==> config.mk <==
export PLATFORM = sky130hd
export DESIGN_NAME = unit_watchdog
export DESIGN_NICKNAME = d
export VERILOG_FILES = /design/src/rtl/wdu_pkg.sv /design/src/rtl/wdu_regs.sv /design/src/rtl/wdu_tick.sv /design/src/rtl/wdu_reload.sv /design/src/rtl/unit_watchdog.sv
export SDC_FILE = /design/constraint.sdc
export NUM_CORES = 1
export LEC_CHECK = 0
export BUFFER_PORTS_ARGS = -buffer_cell sky130_fd_sc_hd__buf_2
export CELL_PAD_IN_SITES_DETAIL_PLACEMENT = 1
export CELL_PAD_IN_SITES_GLOBAL_PLACEMENT = 2
export CORE_MARGIN = 3
export CORE_UTILIZATION = 40
export CTS_CLUSTER_DIAMETER = 50
export DETAILED_ROUTE_END_ITERATION = 16
export PLACE_DENSITY_LB_ADDON = 0.1
export REMOVE_ABC_BUFFERS = 1
export SLEW_MARGIN = 10
export SYNTH_ARGS = -nofsm -noshare
export SYNTH_HDL_FRONTEND = slang
export SYNTH_SLANG_ARGS = --single-unit
==> constraint.sdc <==
create_clock -name clk -period 5.9 [get_ports clk]
set_input_delay 0.59 -clock clk [delete_from_list [all_inputs] [get_ports clk]]
set_output_delay 0.59 -clock clk [all_outputs]
set_load 0.01 [all_outputs]
==> src/rtl/wdu_pkg.sv <==
// Shared definitions for the unit watchdog: register indices and bit positions.
package wdu_pkg;
    typedef enum logic [1:0] {
        IDX_CTRL   = 2'd0,
        IDX_CFG    = 2'd1,
        IDX_CNT_LO = 2'd2,
        IDX_CNT_HI = 2'd3
    } wdu_idx_e;

    localparam int CTL_FORCE = 1;
    localparam int CTL_FLAG  = 0;
    localparam int CFG_SEC   = 7;
    localparam int CFG_KRST  = 6;
    localparam int CFG_TOUT  = 5;
    localparam int CFG_PWR   = 4;
endpackage

==> src/rtl/wdu_regs.sv <==
// Register bank of the unit watchdog.
// Holds source enables, timeout flag, configuration byte and start value.
// Assumes one register access per cycle; reads are combinational.
module wdu_regs
    import wdu_pkg::*;
#(
    parameter bit WIDE = 1'b1,
    localparam int CW  = WIDE ? 16 : 8
) (
    input  logic          clk,
    input  logic          rst_n,
    input  logic [1:0]    addr,
    input  logic          we,
    input  logic [7:0]    wdata,
    input  logic          expire_i,
    output logic [7:0]    rdata,
    output logic [3:0]    src_en,
    output logic          sec_mode,
    output logic          krst_en,
    output logic          tout_en,
    output logic          pwr_en,
    output logic          load_o,
    output logic          force_o,
    output logic [CW-1:0] load_val,
    output logic [CW-1:0] reload_val
);
    logic [3:0] en_q;
    logic       flag_q;
    logic [7:0] cfg_q;
    logic [7:0] lo_q;
    logic [7:0] hi_q;
    logic       wr_ctrl, wr_cfg, wr_lo, wr_hi;

    assign wr_ctrl = we && (addr == IDX_CTRL);
    assign wr_cfg  = we && (addr == IDX_CFG);
    assign wr_lo   = we && (addr == IDX_CNT_LO);
    assign wr_hi   = we && (addr == IDX_CNT_HI);

    // Source enables come from the upper control nibble.
    always_ff @(posedge clk) begin
        if (!rst_n)       en_q <= '0;
        else if (wr_ctrl) en_q <= wdata[7:4];
    end

    // Timeout flag: set by expiry, cleared only by a control write with bit 0 low.
    always_ff @(posedge clk) begin
        if (!rst_n)                           flag_q <= 1'b0;
        else if (expire_i)                    flag_q <= 1'b1;
        else if (wr_ctrl && !wdata[CTL_FLAG]) flag_q <= 1'b0;
    end

    // Configuration byte.
    always_ff @(posedge clk) begin
        if (!rst_n)      cfg_q <= '0;
        else if (wr_cfg) cfg_q <= wdata;
    end

    // Start value low byte.
    always_ff @(posedge clk) begin
        if (!rst_n)     lo_q <= '0;
        else if (wr_lo) lo_q <= wdata;
    end

    generate
        if (WIDE) begin : g_hi
            // Start value high byte, present only in the 16-bit build.
            always_ff @(posedge clk) begin
                if (!rst_n)     hi_q <= '0;
                else if (wr_hi) hi_q <= wdata;
            end
            assign load_val   = CW'(wr_lo ? {hi_q, wdata} : {wdata, lo_q});
            assign reload_val = CW'({hi_q, lo_q});
            assign load_o     = wr_lo || wr_hi;
        end else begin : g_no_hi
            assign hi_q       = '0;
            assign load_val   = CW'(wdata);
            assign reload_val = CW'(lo_q);
            assign load_o     = wr_lo;
        end
    endgenerate

    // Read multiplexer; force bit and bits 3:2 always read zero.
    always_comb begin
        case (addr)
            IDX_CTRL: rdata = {en_q, 3'b000, flag_q};
            IDX_CFG:  rdata = cfg_q;
            IDX_CNT_LO: rdata = lo_q;
            default:  rdata = hi_q;
        endcase
    end

    assign src_en   = en_q;
    assign sec_mode = cfg_q[CFG_SEC];
    assign krst_en  = cfg_q[CFG_KRST];
    assign tout_en  = cfg_q[CFG_TOUT];
    assign pwr_en   = cfg_q[CFG_PWR];
    assign force_o  = wr_ctrl && wdata[CTL_FORCE];

    assert_expire_sets_flag_R5: assert property (@(posedge clk) disable iff (!rst_n)
        expire_i |=> flag_q);
    assert_flag_sticky_R9: assert property (@(posedge clk) disable iff (!rst_n)
        (flag_q && !wr_ctrl) |=> flag_q);
endmodule

==> src/rtl/wdu_tick.sv <==
// Prescaler of the unit watchdog.
// Produces a second tick every TICK_CYC cycles and a minute tick every MIN_DIV seconds.
// Free-running from reset; the unit tick follows the selected unit.
module wdu_tick #(
    parameter int TICK_CYC = 100_000_000,
    parameter int MIN_DIV  = 60,
    localparam int PSW = (TICK_CYC > 1) ? $clog2(TICK_CYC) : 1,
    localparam int MW  = (MIN_DIV > 1) ? $clog2(MIN_DIV) : 1
) (
    input  logic clk,
    input  logic rst_n,
    input  logic sec_mode,
    output logic unit_tick
);
    localparam logic [PSW-1:0] PS_LAST = PSW'(TICK_CYC - 1);
    localparam logic [MW-1:0]  MC_LAST = MW'(MIN_DIV - 1);

    logic [PSW-1:0] presc_q;
    logic [MW-1:0]  min_q;
    logic           sec_tick, min_tick;

    assign sec_tick = (presc_q == PS_LAST);
    assign min_tick = sec_tick && (min_q == MC_LAST);

    // Cycle prescaler wrapping once per second.
    always_ff @(posedge clk) begin
        if (!rst_n)        presc_q <= '0;
        else if (sec_tick) presc_q <= '0;
        else               presc_q <= presc_q + PSW'(1);
    end

    // Second counter wrapping once per minute.
    always_ff @(posedge clk) begin
        if (!rst_n)        min_q <= '0;
        else if (min_tick) min_q <= '0;
        else if (sec_tick) min_q <= min_q + MW'(1);
    end

    assign unit_tick = sec_mode ? sec_tick : min_tick;

    assert_tick_gap_R4: assert property (@(posedge clk) disable iff (!rst_n)
        ((TICK_CYC > 1) && sec_tick) |=> !sec_tick);
endmodule

==> src/rtl/wdu_reload.sv <==
// Reload source combiner of the unit watchdog.
// Game-port, keyboard and mouse strobes reload at once.
// An infrared strobe reloads after IR_DLY edges. Assumes IR_DLY >= 1.
module wdu_reload #(
    parameter int IR_DLY = 500_000,
    localparam int DW = $clog2(IR_DLY + 1)
) (
    input  logic       clk,
    input  logic       rst_n,
    input  logic [3:0] src_en,
    input  logic       gp_stb,
    input  logic       kbd_irq,
    input  logic       mouse_irq,
    input  logic       ir_irq,
    output logic       reload_o
);
    logic [DW-1:0] pend_q;
    logic          ir_go, ir_fire, imm;

    assign ir_go   = ir_irq && src_en[3];
    assign ir_fire = (pend_q == DW'(1));
    assign imm     = (gp_stb && src_en[0]) || (kbd_irq && src_en[1]) || (mouse_irq && src_en[2]);

    // Delay counter for the infrared path; a new strobe restarts it.
    always_ff @(posedge clk) begin
        if (!rst_n)               pend_q <= '0;
        else if (ir_go)           pend_q <= DW'(IR_DLY);
        else if (pend_q != '0)    pend_q <= pend_q - DW'(1);
    end

    assign reload_o = imm || ir_fire;

    assert_ir_not_early_R8: assert property (@(posedge clk) disable iff (!rst_n)
        ((IR_DLY > 1) && ir_go) |=> !ir_fire);
endmodule

==> src/rtl/unit_watchdog.sv <==
// Unit watchdog top: down-counter, timeout detection and output pulse generation.
// Counts in seconds or minutes and reloads from peripheral strobes.
// Assumes strobes are synchronous single-cycle pulses.
module unit_watchdog #(
    parameter bit WIDE_CNT = 1'b1,
    parameter int TICK_CYC = 100_000_000,
    parameter int MIN_DIV  = 60,
    parameter int PULSE_W  = 16,
    parameter int IR_DLY   = 500_000
) (
    input  logic                          clk,
    input  logic                          rst_n,
    input  logic [1:0]                    reg_addr,
    input  logic                          reg_we,
    input  logic [7:0]                    reg_wdata,
    output logic [7:0]                    reg_rdata,
    input  logic                          gp_rd_stb,
    input  logic                          kbd_irq,
    input  logic                          mouse_irq,
    input  logic                          ir_irq,
    output logic [(WIDE_CNT ? 16 : 8)-1:0] count_o,
    output logic                          kb_reset_o,
    output logic                          timeout_o,
    output logic                          pwr_fail_o
);
    localparam int CW  = WIDE_CNT ? 16 : 8;
    localparam int PCW = $clog2(PULSE_W + 1);

    logic [CW-1:0]  cnt_q, load_val, reload_val;
    logic [PCW-1:0] pulse_q;
    logic [3:0]     src_en;
    logic           sec_mode, krst_en, tout_en, pwr_en;
    logic           load, force_exp, reload, unit_tick, expire, active;

    wdu_regs #(.WIDE(WIDE_CNT)) i_regs (
        .clk(clk), .rst_n(rst_n), .addr(reg_addr), .we(reg_we), .wdata(reg_wdata),
        .expire_i(expire), .rdata(reg_rdata), .src_en(src_en), .sec_mode(sec_mode),
        .krst_en(krst_en), .tout_en(tout_en), .pwr_en(pwr_en), .load_o(load),
        .force_o(force_exp), .load_val(load_val), .reload_val(reload_val)
    );

    wdu_tick #(.TICK_CYC(TICK_CYC), .MIN_DIV(MIN_DIV)) i_tick (
        .clk(clk), .rst_n(rst_n), .sec_mode(sec_mode), .unit_tick(unit_tick)
    );

    wdu_reload #(.IR_DLY(IR_DLY)) i_reload (
        .clk(clk), .rst_n(rst_n), .src_en(src_en), .gp_stb(gp_rd_stb),
        .kbd_irq(kbd_irq), .mouse_irq(mouse_irq), .ir_irq(ir_irq), .reload_o(reload)
    );

    assign expire = force_exp || (!load && !reload && unit_tick && (cnt_q == CW'(1)));

    // Down-counter: write, then force, then reload, then decrement.
    always_ff @(posedge clk) begin
        if (!rst_n)                          cnt_q <= '0;
        else if (load)                       cnt_q <= load_val;
        else if (force_exp)                  cnt_q <= '0;
        else if (reload)                     cnt_q <= reload_val;
        else if (unit_tick && cnt_q != '0)   cnt_q <= cnt_q - CW'(1);
    end

    // Timeout pulse width counter.
    always_ff @(posedge clk) begin
        if (!rst_n)              pulse_q <= '0;
        else if (expire)         pulse_q <= PCW'(PULSE_W);
        else if (pulse_q != '0)  pulse_q <= pulse_q - PCW'(1);
    end

    assign active     = (pulse_q != '0);
    assign count_o    = cnt_q;
    assign kb_reset_o = active && krst_en;
    assign timeout_o  = active && tout_en;
    assign pwr_fail_o = active && pwr_en;

    assert_load_value_R3: assert property (@(posedge clk) disable iff (!rst_n)
        load |=> (cnt_q == $past(load_val)));
    assert_decrement_R4: assert property (@(posedge clk) disable iff (!rst_n)
        (cnt_q != '0 && unit_tick && !load && !reload && !force_exp) |=> (cnt_q == $past(cnt_q) - CW'(1)));
    assert_pulse_routing_R5: assert property (@(posedge clk) disable iff (!rst_n)
        expire |=> (kb_reset_o == krst_en && timeout_o == tout_en && pwr_fail_o == pwr_en));
    assert_hold_zero_R6: assert property (@(posedge clk) disable iff (!rst_n)
        (cnt_q == '0 && !load && !reload) |=> (cnt_q == '0));
    assert_reload_value_R7: assert property (@(posedge clk) disable iff (!rst_n)
        (reload && !load && !force_exp) |=> (cnt_q == $past(reload_val)));
    assert_force_clears_R10: assert property (@(posedge clk) disable iff (!rst_n)
        (force_exp && !load) |=> (cnt_q == '0));
endmodule

## Yosys cells after proc, flatten, opt, wreduce, memory -nomap -nowiden

Index checks and enable logic that the tools add are counted.
W data, S select, Z words.

- Equality and inequality tests: 7
- Muxes and demuxes: 13
- Add/sub/neg operators: 5
- Bitwise operators: 1
- Reductions and logical operators: 38

Operator list:

| kind | count |
|---|---|
| $mux W16 | 5 |
| $mux W19 | 2 |
| $add A27 B1 Y27 const B | 1 |
| $eq A27 B27 Y1 const B | 1 |
| $pmux W8 S3 | 1 |
| $eq A19 B1 Y1 const B | 1 |
| $reduce_bool A19 Y1 | 1 |
| $sub A19 B1 Y19 const B | 1 |
| $logic_and A1 B1 Y1 | 18 |
| $eq A16 B1 Y1 const B | 1 |
| $reduce_bool A16 Y1 | 1 |
| $sub A16 B1 Y16 const B | 1 |
| $mux W5 | 2 |
| $reduce_or A2 Y1 | 4 |
| $add A6 B1 Y6 const B | 1 |
| $eq A6 B6 Y1 const B | 1 |
| $reduce_bool A2 Y1 | 3 |
| $logic_or A1 B1 Y1 | 5 |
| $reduce_bool A5 Y1 | 1 |
| $sub A5 B1 Y5 const B | 1 |
| $eq A2 B2 Y1 const B | 2 |
| $reduce_bool A4 Y1 | 1 |
| $logic_not A1 Y1 | 3 |
| $mux W1 | 3 |
| 3 further kinds | 3 |

- Logic and storage cells: 76
- Flip-flop bits (word level): 102

## Longest topological paths before layout

- Word-level depth: 10
- Gate-level depth with buffers: 10
- Gate-level depth less buffers: 8

## By module

Synthesis repeated with hierarchy kept, for this count alone.

- Cells, all modules: 667
- Area total of the unflattened synthesis: 5941.9 sq um

Modules (own cells, without submodules):

| module | area each (sq um) | cells an instance | instances |
|---|---|---|---|
| wdu_tick | 1651.6 | 192 | 1 |
| wdu_regs | 1592.8 | 140 | 1 |
| unit_watchdog | 1525.2 | 202 | 1 |
| wdu_reload | 1172.4 | 133 | 1 |

## Least setup slack after synthesis

OpenSTA, ideal clock, no wires.

- Path kind: input port to output port
- Start: input port reg_addr[0]
- End: output port reg_rdata[0]
- Path buffers: 2
- Stages: 3
- Setup slack: 3.522 ns
- Required time: 5.310 ns
- Arrival: 1.788 ns
- Cell sequence: buf_2 > buf_1 > mux4_2

- Longest elaborated chain between the ends: 2

RTL lines:

| element | line | text |
|---|---|---|
| from (decl) | unit_watchdog.sv:13 | `input logic [1:0] reg_addr,` |
| $eq A2 B2 Y1, or another cell as far along | wdu_regs.sv:84 | `case (addr)` |
| $pmux W8 S3 * | wdu_regs.sv:84 |  |
| to (decl) | unit_watchdog.sv:16 | `output logic [7:0] reg_rdata,` |

Every way passes the cells marked *; elsewhere a longest branch is shown, timed or not.

## Worst setup path after layout

- Start: register i_reload.pend_q[9]
- End: register cnt_q[6], in the netlist count_o[6]

- Longest elaborated chain between the ends: 5

RTL lines:

| element | line | text |
|---|---|---|
| from (decl) | wdu_reload.sv:17 | `logic [DW-1:0] pend_q;` |
| from (signal assigned) | wdu_reload.sv:27 | `else if (ir_go) pend_q <= DW'(IR_DLY);` |
| from (signal assigned) | wdu_reload.sv:28 | `else if (pend_q != '0) pend_q <= pend_q - DW'(1);` |
| $eq A19 B1 Y1 * | wdu_reload.sv:21 | `assign ir_fire = (pend_q == DW'(1));` |
| $logic_or A1 B1 Y1 * | wdu_reload.sv:31 | `assign reload_o = imm \|\| ir_fire;` |
| $mux W16 | unit_watchdog.sv:58 | `else if (reload) cnt_q <= reload_val;` |
| $mux W16 | unit_watchdog.sv:57 | `else if (force_exp) cnt_q <= '0;` |
| $mux W16 | unit_watchdog.sv:56 | `else if (load) cnt_q <= load_val;` |
| to (signal assigned) | unit_watchdog.sv:56 |  |
| to (signal assigned) | unit_watchdog.sv:58 |  |
| to (signal assigned) | unit_watchdog.sv:59 | `else if (unit_tick && cnt_q != '0) cnt_q <= cnt_q - CW'(1);` |
| to (decl) | unit_watchdog.sv:29 | `logic [CW-1:0] cnt_q, load_val, reload_val;` |

Marks and branches as above.
A chain may end at the register's enable or synchronous reset.

==> metrics.yaml <==
yosysSeqAreaShare_pct: 39.50
grt_max_degree: 33
worst_slew_pin_slew_ns: 1.167
clkPwrFrac_pct: 27.9
rows: 40
top_layer_used: "met4"
grt_pass1_wl_microns: 23650
combPwrFrac_pct: 34.2
io_buffers: 43
cp.required_ns: 6.14
yosysUniqueCellTypes: 64
postCtsSetupBuffers: 0
status: "finished, final reports clean"
crit_fanout: 15
async_flop_share_pct: 0
finalCriticalPeriod_ns: 2.853
die_h_microns: 119.7
drt_pass1_iterations: 4
p_sw_share_pct: 35.60
synth_ff_type: "dfxtp_1"
post-route-period-util_pct: 48.35
syn_area_sq_mm: 0.005170
p_int_mw: 1.589
share_seq_of_total_power_pct: 37.9
r2r_start: "i_reload.pend_q[9]"
viasPerCell: 5.454
synth_warnings: 0
antenna_found_initial: 0
wl_per_cell_microns: 17.68
crit_path_end_kind: "flop"
drt_wl_total_microns: 14110
avgSynthCellArea_sq_um: 8.733
ios: 44
drv_cap: 0
arrival_ns: 3.09
place_congestion: 0.8301
drc: 0
clk_pin_slew_ns: 0.07
max-vdd-ir-drop_v: 0.0002682
fmax_ghz: 0.3506
setup-tns-final_ns: 0
rsz0062_at_grt: "no"
clock_path_buffers: 2
cts_root_buffer: "clkbuf_16"
numCtsBuffers: 9
cp-start-kind: "flop"
pwr_density_cell_mw_per_mm2: 422.3
dieWidth_microns: 119.7
register_area_sq_mm: 0.002042
grt-ovfl-total: 0
critical_path.startpoint: "i_reload.pend_q[9]"
netSwitchingPower_uw: 878.0
grt_pass1_vias: 4447
path_class: "flop to flop"
hpwlAfterDp_microns: 10340
setup_viol: 0
relSlewSlack_pct: 22.09
track_usage_pct: 20.31
wl_met1_microns: 6583
via_count: 4352
syn2layout_area_growth_pct: 12.97
p_leak_nw: 2.289
antenna_cells: 0
coreArea_sq_mm: 0.01231
drtIter0Drc: 198
initial_core_util_pct: 41.99
fin_nets: 651
hp-start: "i_tick.presc_q[0]"
hold_path_class: "flop to flop"
ant_nets: 0
cts_tree: "yes"
synth_edf_count: 0
n_fill_cell: 1462
drv_slew: 0
finalHoldViolCount: 0
wl_met2_microns: 6836
htree_num_levels: 3
clk_latency_ns: 0.35
synth-seq-cells: 102
ctsHoldBuffers: 0
cts_resized: 0
multiInputGateArea_sq_mm: 0.002949
wl_met3_microns: 588
layout-drive-gt1-share_pct: 13.81
die-area_sq_mm: 0.01432
syn_inst: 592
hold-worst-slack_ns: 0.4629
clock_sinks: 102
finalClockSkew_ns: 0.004499
-- kinds of logic (layout without fill, tap and decap cells) --
kind of cell,after synthesis,in the layout,share of synthesized area (%)
muxes,25,25,6.123
DFF,102,102,39.50
AOI/OAI and AO/OA,113,113,13.63
and+or+nand+nor,252,252,26.14
buffers and inverters,38,76,3.461
adders and majority gates,9,9,2.178
xor gates and xnor gates,53,53,8.979
-- critical path, stage by stage (launching register included) --
cell and delay [ns]:
dfxtp_1 0.37, nor4_1 0.43, and4_1 0.36, a311o_1 0.45, or2_0 0.44, buf_4 0.29, o21ai_0 0.14, o221a_2 0.26
-- stage by stage --
stage          utilization (%)  setup WS, ns  instances  instance area [sq um]  total power [mW]
2_1_floorplan                -         3.410        567                   5040             1.549
3_3_place_gp             44.63         3.065        782                   5495             1.765
3_5_place_dp             44.63         2.951        782                   5495             1.793
4_1_cts                  47.44         3.054        798                   5841             2.497
5_1_grt                  47.44         2.799        798                   5841             2.645
6_report                 47.44         3.047        798                   5841             2.467
-- sequential cells by signal, summed over array words and instances, names as in the netlist, 4 cells and up --
register,cells
i_tick.presc_q,27
i_regs.hi_q,8
i_regs.src_en,4
i_tick.min_q,6
i_regs.lo_q,8
i_reload.pend_q,19
i_regs.cfg_q,8
pulse_q,5
count_o,16
-- power groups by stage --
stage	clock, mW	combinational [mW]	sequential (mW)
floorplan	0	0.624	0.925
global placement	0	0.824	0.940
detailed placement	0	0.845	0.948
CTS	0.710	0.854	0.933
global route	0.739	0.955	0.951
finish	0.688	0.845	0.934
-- Yosys cell counts (all sizes together), types with 8 or more instances --
cell type | instances | area, sq um
ha | 9 | 112.6
xnor2 | 26 | 227.7
dfxtp | 102 | 2042
nor2b | 10 | 62.56
nand2 | 65 | 244.0
and3 | 9 | 57.56
nor4 | 11 | 111.4
a21boi | 9 | 67.56
inv | 13 | 48.80
nor2 | 67 | 251.5
a31oi | 8 | 50.05
mux2i | 17 | 170.2
o21ai | 30 | 150.1
nand4 | 11 | 75.07
buf | 13 | 85.08
nor3 | 15 | 75.07
or3 | 9 | 56.30
a21oi | 35 | 175.2
nand3 | 21 | 105.1
clkbuf | 12 | 45.04
xor2 | 27 | 236.5
and4 | 9 | 78.83
-- layer usage --
layer	vias up	global-route usage [%]
met5	-	0
met4	0	3.436
met3	10	5.372
met2	57	33.97
met1	2116	26.79
li1	2169	-
-- area by class of cell --
type / instances / area share [%]
inverters: 13 / 0.8355
repair buffers: 47 / 4.199
well taps: 168 / 3.599
flip-flops and latches: 102 / 34.96
clock inverters: 7 / 2.057
clock buffers: 9 / 3.856
multi-input cells: 452 / 50.49
-- path summary, 6_finish.rpt --
path                                           to  slack (ns)  depth (start not counted)
worst max-delay path                   count_o[6]        3.05                          7
worst min-delay path            i_tick.presc_q[0]        0.46                          1
worst max register to register         count_o[6]        3.05                          7
worst min register to register  i_tick.presc_q[0]        0.46                          1
-- cell usage in the layout (no fill, tap or decap), types with 3 or more instances in the layout --
cell       Yosys  routed
xor2_1        27      27
a21o_1         6       6
and4_1         9       9
and3_1         8       8
bufinv_16      0       3
dfxtp_1      102     102
buf_4          1       4
o211ai_1       3       3
buf_2          8      43
a21oi_1       35      35
or3_1          9       9
nand4_1       10      10
a21boi_0       6       6
xnor2_1       26      26
mux4_2         5       5
a31oi_1        8       8
mux2_2         3       3
clkbuf_16      0       9
nand2_1       65      65
o21ai_0       29      29
nor2b_1       10      10
o21a_1         3       3
a21boi_1       3       3
nor3_1        15      15
a22o_1         3       3
nand3_1       21      21
ha_1           9       9
nor4_1         7       7
mux2i_1       17      17
nor2_1        67      67
inv_1         13      13
and2_1         6       6
No activity file was read; power rests on OpenSTA's default activity.
